===== config.mk =====
export PLATFORM = sky130hd
export DESIGN_NAME = twin_pwm
export DESIGN_NICKNAME = d
export VERILOG_FILES = /design/src/rtl/twin_pwm_pkg.sv /design/src/rtl/twin_pwm_regs.sv /design/src/rtl/twin_pwm_srcsel.sv /design/src/rtl/twin_pwm_chan.sv /design/src/rtl/twin_pwm.sv
export SDC_FILE = /design/constraint.sdc
export NUM_CORES = 1
export LEC_CHECK = 0
export ABC_AREA = 0
export BUFFER_PORTS_ARGS = -buffer_cell sky130_fd_sc_hd__buf_2
export CORE_AREA = 2 2 149 151
export DETAILED_ROUTE_END_ITERATION = 16
export DIE_AREA = 0 0 151 153
export PLACE_DENSITY = 0.84
export SKIP_LAST_GASP = 1
export SLEW_MARGIN = 40
export SYNTH_ARGS = -nofsm -noshare
export SYNTH_HDL_FRONTEND = slang
export SYNTH_SLANG_ARGS = --single-unit
export TNS_END_PERCENT = 100

===== constraint.sdc =====
create_clock -name clk -period 5.2 [get_ports clk]
set_input_delay 1.3 -clock clk [delete_from_list [all_inputs] [get_ports clk]]
set_output_delay 1.3 -clock clk [all_outputs]
set_load 0.01 [all_outputs]

===== src/rtl/twin_pwm_pkg.sv =====
package twin_pwm_pkg;
  localparam int DATA_W = 32;
  localparam int ADDR_W = 4;
  localparam int CNT_W  = 16;
  localparam int DIV_W  = 7;
  localparam int SEL_W  = 2;
  localparam int NSRC   = 4;
  localparam int NCH    = 2;

  // control word field positions per channel
  function automatic int en_pos(input int ch);
    return ch;
  endfunction

  function automatic int sel_pos(input int ch);
    return 4 + 2 * ch;
  endfunction

  function automatic int div_pos(input int ch);
    return 8 + 8 * ch;
  endfunction

  function automatic int gate_pos(input int ch);
    return 15 + 8 * ch;
  endfunction
endpackage


===== src/rtl/twin_pwm_regs.sv =====
module twin_pwm_regs #(
  parameter int NCH    = 2,
  parameter int DATA_W = 32,
  parameter int ADDR_W = 4
) (
  input  logic                       clk,
  input  logic                       rst,
  input  logic                       bus_wr,
  input  logic                       bus_rd,
  input  logic [ADDR_W-1:0]          bus_addr,
  input  logic [DATA_W-1:0]          bus_wdata,
  output logic [DATA_W-1:0]          bus_rdata,
  output logic [NCH-1:0][DATA_W-1:0] cnt_q,
  output logic [DATA_W-1:0]          ctrl_q
);
  localparam int IDX_W    = ADDR_W - 2;
  localparam int CTRL_IDX = NCH;

  logic [IDX_W-1:0]  idx;
  logic              aligned;
  logic [DATA_W-1:0] rd_mux;

  assign idx     = bus_addr[ADDR_W-1:2];
  assign aligned = (bus_addr[1:0] == 2'b00);

  for (genvar ch = 0; ch < NCH; ch++) begin : g_cnt
    always_ff @(posedge clk) begin
      if (rst)
        cnt_q[ch] <= '0;
      else if (bus_wr && aligned && idx == IDX_W'(ch))
        cnt_q[ch] <= bus_wdata;
    end
  end

  always_ff @(posedge clk) begin
    if (rst)
      ctrl_q <= '0;
    else if (bus_wr && aligned && idx == IDX_W'(CTRL_IDX))
      ctrl_q <= bus_wdata;
  end

  always_comb begin
    rd_mux = '0;
    if (aligned) begin
      for (int ch = 0; ch < NCH; ch++)
        if (idx == IDX_W'(ch)) rd_mux = cnt_q[ch];
      if (idx == IDX_W'(CTRL_IDX)) rd_mux = ctrl_q;
    end
  end

  always_ff @(posedge clk) begin
    if (rst)
      bus_rdata <= '0;
    else if (bus_rd)
      bus_rdata <= rd_mux;
  end
endmodule


===== src/rtl/twin_pwm_srcsel.sv =====
module twin_pwm_srcsel #(
  parameter int NSRC  = 4,
  parameter int SEL_W = 2
) (
  input  logic [NSRC-1:0]  tick_in,
  input  logic [SEL_W-1:0] sel,
  output logic             tick
);
  always_comb begin
    tick = 1'b0;
    for (int i = 0; i < NSRC; i++)
      if (sel == SEL_W'(i)) tick = tick_in[i];
  end
endmodule


===== src/rtl/twin_pwm_chan.sv =====
module twin_pwm_chan #(
  parameter int CNT_W = 16,
  parameter int DIV_W = 7
) (
  input  logic             clk,
  input  logic             rst,
  input  logic             run,
  input  logic             tick,
  input  logic [DIV_W-1:0] div_cfg,
  input  logic [CNT_W-1:0] hi_cfg,
  input  logic [CNT_W-1:0] lo_cfg,
  output logic             pwm
);
  logic             run_q;
  logic             in_low;
  logic [CNT_W-1:0] act_hi, act_lo, cnt;
  logic [DIV_W-1:0] act_div, pcnt;
  logic [CNT_W:0]   cnt_nx;
  logic             step, idle, end_high, end_low, load;

  always_comb begin
    cnt_nx   = (CNT_W+1)'(cnt) + 1'b1;
    step     = tick && (pcnt == act_div);
    idle     = (act_hi == '0) && (act_lo == '0);
    end_high = !in_low && step && (cnt_nx == (CNT_W+1)'(act_hi));
    end_low  = in_low && step && (cnt_nx == (CNT_W+1)'(act_lo));
    load     = !run_q || idle || (end_high && act_lo == '0) || end_low;
  end

  always_ff @(posedge clk) begin
    if (rst || !run) begin
      run_q   <= 1'b0;
      in_low  <= 1'b0;
      act_hi  <= '0;
      act_lo  <= '0;
      act_div <= '0;
      cnt     <= '0;
      pcnt    <= '0;
      pwm     <= 1'b0;
    end else begin
      run_q <= 1'b1;
      if (load) begin
        act_hi  <= hi_cfg;
        act_lo  <= lo_cfg;
        act_div <= div_cfg;
        in_low  <= (hi_cfg == '0);
        cnt     <= '0;
        pcnt    <= '0;
        pwm     <= (hi_cfg != '0);
      end else if (end_high) begin
        in_low <= 1'b1;
        cnt    <= '0;
        pcnt   <= '0;
        pwm    <= 1'b0;
      end else if (tick) begin
        pcnt <= step ? '0 : pcnt + 1'b1;
        if (step) cnt <= cnt_nx[CNT_W-1:0];
      end
    end
  end
endmodule


===== src/rtl/twin_pwm.sv =====
module twin_pwm
  import twin_pwm_pkg::*;
#(
  parameter int P_DATA_W = DATA_W,
  parameter int P_ADDR_W = ADDR_W,
  parameter int P_CNT_W  = CNT_W,
  parameter int P_DIV_W  = DIV_W,
  parameter int P_SEL_W  = SEL_W,
  parameter int P_NSRC   = NSRC,
  parameter int P_NCH    = NCH
) (
  input  logic                clk,
  input  logic                rst,
  input  logic                bus_wr,
  input  logic                bus_rd,
  input  logic [P_ADDR_W-1:0] bus_addr,
  input  logic [P_DATA_W-1:0] bus_wdata,
  output logic [P_DATA_W-1:0] bus_rdata,
  input  logic [P_NSRC-1:0]   tick_in,
  output logic [P_NCH-1:0]    pwm_out
);
  logic [P_NCH-1:0][P_DATA_W-1:0] cnt_q;
  logic [P_DATA_W-1:0]            ctrl_q;

  twin_pwm_regs #(.NCH(P_NCH), .DATA_W(P_DATA_W), .ADDR_W(P_ADDR_W)) u_regs (
    .clk(clk), .rst(rst), .bus_wr(bus_wr), .bus_rd(bus_rd),
    .bus_addr(bus_addr), .bus_wdata(bus_wdata), .bus_rdata(bus_rdata),
    .cnt_q(cnt_q), .ctrl_q(ctrl_q)
  );

  for (genvar ch = 0; ch < P_NCH; ch++) begin : g_ch
    localparam int EN_B  = en_pos(ch);
    localparam int SEL_B = sel_pos(ch);
    localparam int DIV_B = div_pos(ch);
    localparam int GT_B  = gate_pos(ch);

    logic               run;
    logic               tick;
    logic [P_SEL_W-1:0] sel;
    logic [P_DIV_W-1:0] div;

    assign run = ctrl_q[EN_B] & ctrl_q[GT_B];
    assign sel = ctrl_q[SEL_B +: P_SEL_W];
    assign div = ctrl_q[DIV_B +: P_DIV_W];

    twin_pwm_srcsel #(.NSRC(P_NSRC), .SEL_W(P_SEL_W)) u_src (
      .tick_in(tick_in), .sel(sel), .tick(tick)
    );

    twin_pwm_chan #(.CNT_W(P_CNT_W), .DIV_W(P_DIV_W)) u_chan (
      .clk(clk), .rst(rst), .run(run), .tick(tick), .div_cfg(div),
      .hi_cfg(cnt_q[ch][2*P_CNT_W-1:P_CNT_W]),
      .lo_cfg(cnt_q[ch][P_CNT_W-1:0]),
      .pwm(pwm_out[ch])
    );
  end
endmodule


==> flow_summary.yaml, run 1 <==
floorplanning:
  core_region_area_um2: 21500
  fp.dieH_um: 153
  initial_utilization: 0.590
  ios: 78
  rows: 54
  die_area_um2: 23100
  die_w_um: 151
detailed_routing:
  detail_route.vias_per_cell: 6.15
  finalWirelength_um: 36000
  detailroute.via_count: 11600
  drtIter0Drc: 1278
  number_of_iterations_in_the_first_detailed_routing_pass: 7
  drc_errors: 0
  drt-wirelength-per-cell_um: 19.1
  antenna_left: 0
critical_path:
  worstPathMaxFanout: 40
  crit_chain: "ha_1 -> nand4_1 -> nor4_1 -> a2bb2oi_1 -> nand4_1 -> nor4_1 -> a31o_2 -> o21ai_0 -> o32ai_1"
  crit-reg2reg-launch: "g_ch[0].u_chan.cnt[0]"
  crit_path_top_delay_cell: "a31o_2"
  critical-path-max-stage-delay_ns: 0.66
  endpoint_kind: "register"
  timing_worst_setup_path_type: "reg2reg"
  worst_reg_to_reg_setup_slack_ns: 1.25
  critical_path_arrival_ns: 4.40
  crit_family: "simple AND/OR/NAND/NOR gates"
  crit-reg2reg-capture: "g_ch[0].u_chan.pwm"
  cp.buffers_inverters: 0
  required_ns: 5.65
  timing.critical_path.from_type: "register"
  worst-r2r-cell-count: 9
clock_network:
  number_of_gates_resized_after_cts: 0
  cts_buffers: 28
  clockBufferDepth: 3
  setup_fix_bufs_post_cts: 0
  clock-root-buffer: "clkbuf_16"
  clock_tree_from_tritoncts: "done"
  clk_latency_ns: 0.57
  cts.reportedPaths.clkPinSlew_ns: 0.06
  cts.hold.buffers_added: 0
  clock_sinks: 258
  cts_max_level: 1
layout:
  synthToLayoutAreaGrowth_pct: 11.0
  design.final.nets: 1628
  final_layout_size_suffix_gt1_frac: 0.112
  diodes: 0
yosys:
  post_synth_xor_area_fraction: 0.0888
  syn-num-nets: 1625
  synthesis.yosys.warnings: 0
  synth_top_cells_by_count: "nand2_1 (339), dfxtp_1 (258), a21oi_1 (140)"
  post_synth_and_or_nand_nor_area_fraction: 0.253
  yosysUniqueCellTypes: 67
  synth_area_leader_cell: "dfxtp_1"
  synth_top_family_by_area: "simple AND/OR/NAND/NOR gates"
  synth-main-ff-cell: "dfxtp_1"
  synthMostInstantiatedCell: "nand2_1"
  async_reset_ff_frac: 0
  post_synth_instance_area_um2: 12700
  number_of_enable_flip_flop_cells_after_synthesis: 0
  synth_seq_cells: 258
  synth_mux_area_frac: 0.0653
  post_synth_fa_ha_maj_area_fraction: 0.00395
  synth_seq_area_share: 0.407
  synth_area_per_cell_um2: 8.04
  synth.top_cells.by_area: "dfxtp_1 (41%), nand2_1 (10%), mux2i_1 (6.0%)"
  synth-compound-area-share: 0.138
  synth_top_cell_area_share: 0.407
  synthesis.instances: 1577
timing:
  timing_hold_violations_final: 0
  final_max_slew_viol_count: 0
  finalWorstPathRequiredPeriod_ns: 3.95
  timing.hold.ws_ns: 0.455
  final.setup.worst_slack_ns: 1.25
  maxSlewHeadroom: 0.514
  max_clock_freq_mhz: 253
  grt_setup_unrepaired: "no"
  setup-tns-final_ns: 0
  setup_viol: 0
  worst_slew_pin_tran_ns: 0.723
  timing.clock.skew_ns: 0.0259
  timing.final.crit_share: 0.760
pwr:
  p_leak_uw: 0.00483
  power_per_cell_area_nw_per_um2: 300
  peakVddDrop_mv: 0.272
placement:
  hpwlAfterDp_um: 25000
  place_congestion: 0.966
  placement_setup_slack_ns: 1.36
  numPortBuffers: 77
global_routing:
  grt_antenna_before_repair: 1
  grt_util_all_layers: 0.308
  globalRoute.totalOverflow: 0
  grt_max_degree: 70
  global_route_wire_length_before_repair_um: 57200
  via_count_of_the_first_global_routing_pass: 10800
hold_path:
  worst_hold_endpoint: "u_regs.ctrl_q[3]"
  timing.hold.worst.class: "reg2reg"
  hold_depth: 2
  holdCritStartpoint: "u_regs.ctrl_q[3]"
flow_run:
  drv_cap: 0
outcome:
  run_status: "complete, no violations"
## worst min-delay path, delay by kind of cell, from the launching register on
family             cells  cell delay [ns]
and+or+nand+nor        1             0.05
AOI/OAI and AO/OA      1             0.05
DFF                    1             0.31
## state kept, by name (all words and copies together) (netlist names)
signal,count
u_regs.cnt_q,64
g_ch.u_chan.act_hi,32
g_ch.u_chan.act_lo,32
g_ch.u_chan.cnt,32
u_regs.bus_rdata,32
u_regs.ctrl_q,32
g_ch.u_chan.act_div,14
g_ch.u_chan.pcnt,14
g_ch.u_chan.in_low,2
g_ch.u_chan.pwm,2
g_ch.u_chan.run_q,2
## logic make-up (layout without fill, tap and decap cells)
group           count (synthesis)  count (layout)
compound gates                303             303
flops                         258             258
xor+xnor                      127             127
simple gates                  674             674
fa+ha+maj                       4               4
mux                            80              80
buf+inv                       131             155
## how the worst max path moves through the flow
stage,startpoint,endpoint,slack (ns),depth (start not counted)
after floorplan,tick_in[1],g_ch[0].u_chan.act_div[0],1.93,9
after global placement,tick_in[1],g_ch[0].u_chan.act_lo[6],1.39,9
after detailed placement,tick_in[1],g_ch[0].u_chan.act_hi[4],1.36,9
after CTS,g_ch[0].u_chan.cnt[0],g_ch[0].u_chan.pwm,1.41,9
after global routing,g_ch[0].u_chan.cnt[0],g_ch[0].u_chan.pwm,0.98,9
final,g_ch[0].u_chan.cnt[0],g_ch[0].u_chan.pwm,1.25,9
## stage by stage
step	util	std cells	total power, µW	instance area (µm²)
2_1_floorplan	-	1577	2110	12700
3_3_place_gp	0.608	1829	2160	13100
3_5_place_dp	0.608	1829	2170	13100
4_1_cts	0.654	1880	4240	14100
5_1_grt	0.655	1881	4320	14100
6_report	0.655	1881	4220	14100
## placed cells by master, fill, tap and decap left out, types with 4 or more instances in the layout
cell type and count:
inv_1 8, clkbuf_8 7, nand2_1 339, nor2b_1 36
nor3b_1 5, clkbuf_16 28, nand3_1 55, a21boi_0 30
ha_1 4, nor2_1 77, mux2i_1 76, or3_1 4
a31oi_1 5, dfxtp_1 258, o21ai_0 84, nand2b_1 6
buf_4 19, a21boi_1 10, nand3b_1 5, xnor2_1 59
buf_2 76, and4_1 5, nand4_1 29, nor3_1 27
xor2_1 67, nand3_2 10, and3_1 12, clkbuf_1 4
a21oi_1 140, nor4_1 35
## layout make-up
type,instances,area (µm²)
Inverter,8,30.0
Timing Repair Buffer,96,538
Fill cell,1763,7410
Sequential cell,258,5160
Multi-Input combinational cell,1188,7000
Clock inverter,12,179
Tap cell,280,350
Clock buffer,39,812
## power by group
| group | leakage (µW) | switching (µW) | internal (µW) |
|---|---|---|---|
| Sequential | 0.00208 | 12.3 | 1990 |
| Clock | 0.000481 | 847 | 1250 |
| Combinational | 0.00227 | 90.1 | 38.7 |
| Total | 0.00483 | 949 | 3270 |
## metal layers
| layer | part of all wire | routed length, µm | track usage | up-vias |
|---|---|---|---|---|
| met3 | 0.085 | 3060 | 0.0555 | 103 |
| met5 | 0 | 0 | 0 | - |
| met2 | 0.46 | 16700 | 0.489 | 605 |
| met1 | 0.41 | 14800 | 0.414 | 5444 |
| li1 | - | - | - | 5420 |
| met4 | 0.042 | 1500 | 0.123 | 0 |
No activity file was read; power rests on OpenSTA's default activity.
==> run 2: changes to the inputs <==
==> constraint.sdc (replaced) <==
create_clock -name clk -period 4.1 [get_ports clk]
set_input_delay 1.025 -clock clk [delete_from_list [all_inputs] [get_ports clk]]
set_output_delay 1.025 -clock clk [all_outputs]
set_load 0.01 [all_outputs]
==> run 2 against run 1 <==
Routed wire length shrank 2.2%. Sequential cell count is the same. Clock power grew 22%. Clock skew shrank 0.0088 ns. Non-clock buffer count grew 9.
==> flow_summary.yaml, run 2 (synthesis results as in run 1) <==
detailed_routing:
  wirelength_met1_um: 14500
  drtIter0Drc: 1012
  antenna_left: 0
  routed-wl-met2_um: 16000
  number_of_iterations_in_the_first_detailed_routing_pass: 8
  detail_route.vias_per_cell: 6.08
  wl_met3_um: 3360
  drt-wirelength-per-cell_um: 18.6
  route.top_layer_used: "met5"
  drc_errors: 0
  detailroute.via_count: 11500
  finalWirelength_um: 35200
timing:
  setup-tns-final_ns: 0
  timing.hold.ws_ns: 0.457
  finalWorstPathRequiredPeriod_ns: 3.76
  final_max_slew_viol_count: 0
  grt_setup_unrepaired: "no"
  timing.clock.skew_ns: 0.0171
  setup_viol: 0
  maxSlewHeadroom: 0.474
  timing_hold_violations_final: 0
  worst_slew_pin_tran_ns: 0.781
  timing.final.crit_share: 0.916
  max_clock_freq_mhz: 266
clock_network:
  cts.hold.buffers_added: 0
  clock-root-buffer: "clkbuf_16"
  cts.reportedPaths.clkPinSlew_ns: 0.07
  setup_fix_bufs_post_cts: 0
  cts_max_level: 1
  number_of_gates_resized_after_cts: 0
  clockBufferDepth: 3
  cts_buffers: 27
  clock_sinks: 258
  clk_latency_ns: 0.55
  clock_tree_from_tritoncts: "done"
layout:
  final_layout_size_suffix_gt1_frac: 0.114
  largest_register_ffs: 64
  stdcell_area_um2: 14100
  synthToLayoutAreaGrowth_pct: 11.3
  design.final.nets: 1636
  registers.top_by_ff_count: "u_regs.cnt_q"
  layout_common_cells: "nand2_1 (338), dfxtp_1 (258), a21oi_1 (140)"
  commonest_non_fill_non_tap_cell_in_the_layout: "nand2_1"
  fillCellCount: 1774
  layout.cells.non_filler: 1889
critical_path:
  worstPathMaxFanout: 21
  worst_reg_to_reg_setup_slack_ns: 0.34
  endpoint_kind: "register"
  timing.critical_path.from_type: "register"
  worst-r2r-cell-count: 11
  timing_worst_setup_path_type: "reg2reg"
  crit-reg2reg-capture: "g_ch[0].u_chan.act_lo[9]"
  required_ns: 4.55
  crit-reg2reg-launch: "g_ch[0].u_chan.cnt[0]"
  critical_path_arrival_ns: 4.21
pwr:
  p_leak_uw: 0.00485
  totalPowerFinal_uw: 5260
  power_per_cell_area_nw_per_um2: 373
  peakVddDrop_mv: 0.377
placement:
  hpwlAfterDp_um: 24700
  dp_cells: 1838
  place_congestion: 0.931
  dpl-instance-area_um2: 13100
  numPortBuffers: 77
floorplanning:
  rows: 54
  initial_utilization: 0.590
  ios: 78
  die_area_um2: 23100
  die_w_um: 151
  fp.dieH_um: 153
  core_region_area_um2: 21500
hold_path:
  holdCritStartpoint: "u_regs.ctrl_q[31]"
  timing.hold.worst.class: "reg2reg"
  hold_depth: 2
  worst_hold_endpoint: "u_regs.ctrl_q[31]"
global_routing:
  via_count_of_the_first_global_routing_pass: 10900
  globalRoute.totalOverflow: 0
  grt_antenna_before_repair: 3
  global_route_wire_length_before_repair_um: 56300
  grt_util_all_layers: 0.301
  grt_max_degree: 68
outcome:
  run_status: "complete, no violations"
flow_run:
  drv_cap: 0
run 2: cell types whose count changed in the layout (fill, tap and decap cells not counted), moves of 2 or more:
cell	delta
and2_2	-2
diode_2	+2
buf_4	+8
clkinv_4	+2
clkbuf_8	-5
and2_1	+2
run 2: how the worst max path moves through the flow:
| stage | from | endpoint | slack (ns) |
|---|---|---|---|
| final | g_ch[0].u_chan.cnt[0] | g_ch[0].u_chan.act_lo[9] | 0.34 |
| after global routing | g_ch[0].u_chan.cnt[0] | g_ch[0].u_chan.act_lo[9] | 0.09 |
| after CTS | g_ch[0].u_chan.cnt[0] | g_ch[0].u_chan.act_lo[9] | 0.40 |
| after detailed placement | g_ch[0].u_chan.cnt[0] | g_ch[0].u_chan.act_lo[9] | 0.55 |
| after global placement | g_ch[1].u_chan.cnt[4] | g_ch[1].u_chan.pcnt[2] | 0.67 |
| after floorplan | tick_in[1] | g_ch[0].u_chan.act_div[0] | 1.10 |
run 2: cell type report:
| type | count | area, µm² | area share |
|---|---|---|---|
| clock buffers | 33 | 718 | 0.0509 |
| diodes | 2 | 5.00 | 0.000355 |
| clock inverters | 15 | 211 | 0.0150 |
| repair buffers | 105 | 631 | 0.0447 |
| inverters | 8 | 30.0 | 0.00213 |
| well taps | 280 | 350 | 0.0248 |
| flip-flops and latches | 258 | 5160 | 0.366 |
| multi-input cells | 1188 | 7000 | 0.496 |
run 2: worst max-delay path: stages, from the launching register on:
cell       delay (ns)
dfxtp_1          0.49
ha_1             0.33
nand4_1          0.25
nor4_1           0.37
buf_4            0.19
a2bb2oi_1        0.19
nand4_1          0.12
nor4_1           0.57
a31o_2           0.47
buf_4            0.30
o21ai_0          0.15
a21boi_0         0.23
run 2: metal layers:
layer / vias up / track usage
met5: - / 0
met4: 2 / 0.106
met3: 97 / 0.0519
met2: 563 / 0.478
met1: 5395 / 0.413
li1: 5429 / -
run 2: power by group:
group,leakage (µW),switching [µW],total [µW],internal (µW)
registers,0.00208,14.2,2530,2520
clock network,0.000455,1050,2560,1510
logic,0.00232,117,168,50.5
run 2: stage by stage:
stage	worst slack, ns	utilization
floorplan	1.10	-
global placement	0.673	0.612
detailed placement	0.547	0.612
CTS	0.399	0.655
global route	0.0920	0.656
finish	0.344	0.657
==> run 3: changes to the inputs <==
--- a/config.mk
+++ b/config.mk
@@ -6,11 +6,12 @@
 export NUM_CORES = 1
 export LEC_CHECK = 0
 export ABC_AREA = 0
-export BUFFER_PORTS_ARGS = -buffer_cell sky130_fd_sc_hd__buf_2
+export BUFFER_PORTS_ARGS = -buffer_cell sky130_fd_sc_hd__buf_4
 export CORE_AREA = 2 2 149 151
 export DETAILED_ROUTE_END_ITERATION = 16
 export DIE_AREA = 0 0 151 153
 export PLACE_DENSITY = 0.84
+export SKIP_CTS_REPAIR_TIMING = 1
 export SKIP_LAST_GASP = 1
 export SLEW_MARGIN = 40
 export SYNTH_ARGS = -nofsm -noshare
==> run 3 against run 2 <==
Setup slack got worse by 0.0045 ns. Routed wire length decreased by 1.1%. Largest cell class unchanged. Non-clock buffer count decreased by 1. Sequential power about the same. Combinational power increased by 5%.
==> flow_summary.yaml, run 3 (synthesis results as in run 1) <==
layout:
  commonest_non_fill_non_tap_cell_in_the_layout: "nand2_1"
  sequential_cell_area_um2: 5160
  layout_common_cells: "nand2_1 (339), dfxtp_1 (258), a21oi_1 (140)"
  stdcell_area_um2: 14200
  design.final.nets: 1635
  multiInputGateArea_um2: 7000
  largest_register_ffs: 64
  diodes: 0
  registers.top_by_ff_count: "u_regs.cnt_q"
  synthToLayoutAreaGrowth_pct: 12.2
  final_layout_size_suffix_gt1_frac: 0.113
  fillCellCount: 1733
pwr:
  peakVddDrop_mv: 0.329
  p_leak_uw: 0.00484
  power_per_cell_area_nw_per_um2: 357
timing:
  setup_viol: 0
  grt_setup_unrepaired: "no"
  timing.final.crit_share: 0.917
  finalWorstPathRequiredPeriod_ns: 3.76
  worst_slew_pin_tran_ns: 0.842
  max_clock_freq_mhz: 266
  final_max_slew_viol_count: 0
  setup-tns-final_ns: 0
  timing.clock.skew_ns: 0.0168
  maxSlewHeadroom: 0.439
  timing_hold_violations_final: 0
detailed_routing:
  drtIter0Drc: 1198
  detail_route.vias_per_cell: 6.08
  finalWirelength_um: 34800
  drc_errors: 0
  number_of_iterations_in_the_first_detailed_routing_pass: 6
  detailroute.via_count: 11500
  drt-wirelength-per-cell_um: 18.5
  antenna_left: 0
clock_network:
  cts_max_level: 1
  clockBufferDepth: 3
  clock-root-buffer: "clkbuf_16"
  cts_buffers: 27
  cts.reportedPaths.clkPinSlew_ns: 0.06
  clk_latency_ns: 0.56
  clock_tree_from_tritoncts: "done"
  clock_sinks: 258
floorplanning:
  fp.dieH_um: 153
  initial_utilization: 0.590
  die_w_um: 151
  rows: 54
  die_area_um2: 23100
  core_region_area_um2: 21500
  ios: 78
global_routing:
  grt_util_all_layers: 0.298
  via_count_of_the_first_global_routing_pass: 10600
  globalRoute.totalOverflow: 0
  grt_max_degree: 83
  grt_antenna_before_repair: 0
  global_route_wire_length_before_repair_um: 55600
critical_path:
  worst-r2r-cell-count: 11
  endpoint_kind: "register"
  crit-reg2reg-capture: "g_ch[0].u_chan.act_hi[10]"
  timing.critical_path.from_type: "register"
  critical_path_arrival_ns: 4.22
  worst_reg_to_reg_setup_slack_ns: 0.34
  crit-reg2reg-launch: "g_ch[0].u_chan.cnt[0]"
  worstPathMaxFanout: 21
  required_ns: 4.56
  timing_worst_setup_path_type: "reg2reg"
outcome:
  run_status: "complete, no violations"
hold_path:
  timing.hold.worst.class: "reg2reg"
  worst_hold_endpoint: "u_regs.ctrl_q[28]"
  holdCritStartpoint: "u_regs.ctrl_q[28]"
  hold_depth: 2
flow_run:
  drv_cap: 0
placement:
  dpl-instance-area_um2: 13300
  place_congestion: 0.953
  numPortBuffers: 77
  hpwlAfterDp_um: 24300
## run 3: cell types whose count changed in the layout (fill, tap and decap cells not counted), moves of 2 or more
cell        previous run  this run
buf_2                 76         0
clkinvlp_4             1         3
clkbuf_8               2         6
diode_2                2         0
inv_6                  2         0
buf_4                 27       102
bufinv_16              4         0
## run 3: stage by stage
step | std cells | hold WS [ns] | setup WS, ns | power [µW] | utilization
3_5_place_dp | 1837 | 0.447 | 0.283 | 2760 | 0.620
2_1_floorplan | 1577 | 0.433 | 1.10 | 2680 | -
6_report | 1886 | 0.458 | 0.339 | 5070 | 0.662
4_1_cts | 1885 | 0.456 | 0.448 | 5080 | 0.660
5_1_grt | 1886 | 0.478 | 0.129 | 5200 | 0.662
3_3_place_gp | 1837 | 0.442 | 0.367 | 2760 | 0.620
## run 3: final cells by class
class / instances / share of cell area
well taps: 280 / 0.0246
clock inverters: 11 / 0.00598
multi-input cells: 1188 / 0.492
clock buffers: 37 / 0.0544
inverters: 8 / 0.00211
flip-flops and latches: 258 / 0.363
repair buffers: 104 / 0.0572
## run 3: power by group
part           internal [µW]  switching [µW]  total, µW
logic                   61.1             116        177
clock network           1330            1040       2360
registers               2520            14.4       2530
## run 3: worst max path at each step
stage	end	cells after the start	startpoint	slack (ns)
after floorplan	g_ch[0].u_chan.act_div[0]	9	tick_in[1]	1.10
after global placement	g_ch[1].u_chan.act_div[6]	9	tick_in[3]	0.37
after detailed placement	g_ch[1].u_chan.act_hi[0]	9	tick_in[3]	0.28
after CTS	g_ch[1].u_chan.act_hi[0]	9	g_ch[1].u_chan.cnt[10]	0.45
after global routing	g_ch[0].u_chan.act_hi[10]	10	g_ch[0].u_chan.cnt[0]	0.13
final	g_ch[0].u_chan.act_hi[10]	11	g_ch[0].u_chan.cnt[0]	0.34
## run 3: worst max-delay path, stage by stage (launching register included)
cell	delay [ns]
dfxtp_1	0.51
ha_1	0.33
nand4_1	0.25
nor4_1	0.37
buf_4	0.19
a2bb2oi_1	0.20
nand4_1	0.12
nor4_1	0.59
a31o_2	0.49
buf_4	0.25
o21ai_0	0.14
a21boi_0	0.22
## run 3: metal layers
metal	wire length [µm]	track usage
met1	14600	0.416
met2	15800	0.460
met3	3170	0.0543
met4	1270	0.109
met5	0	0
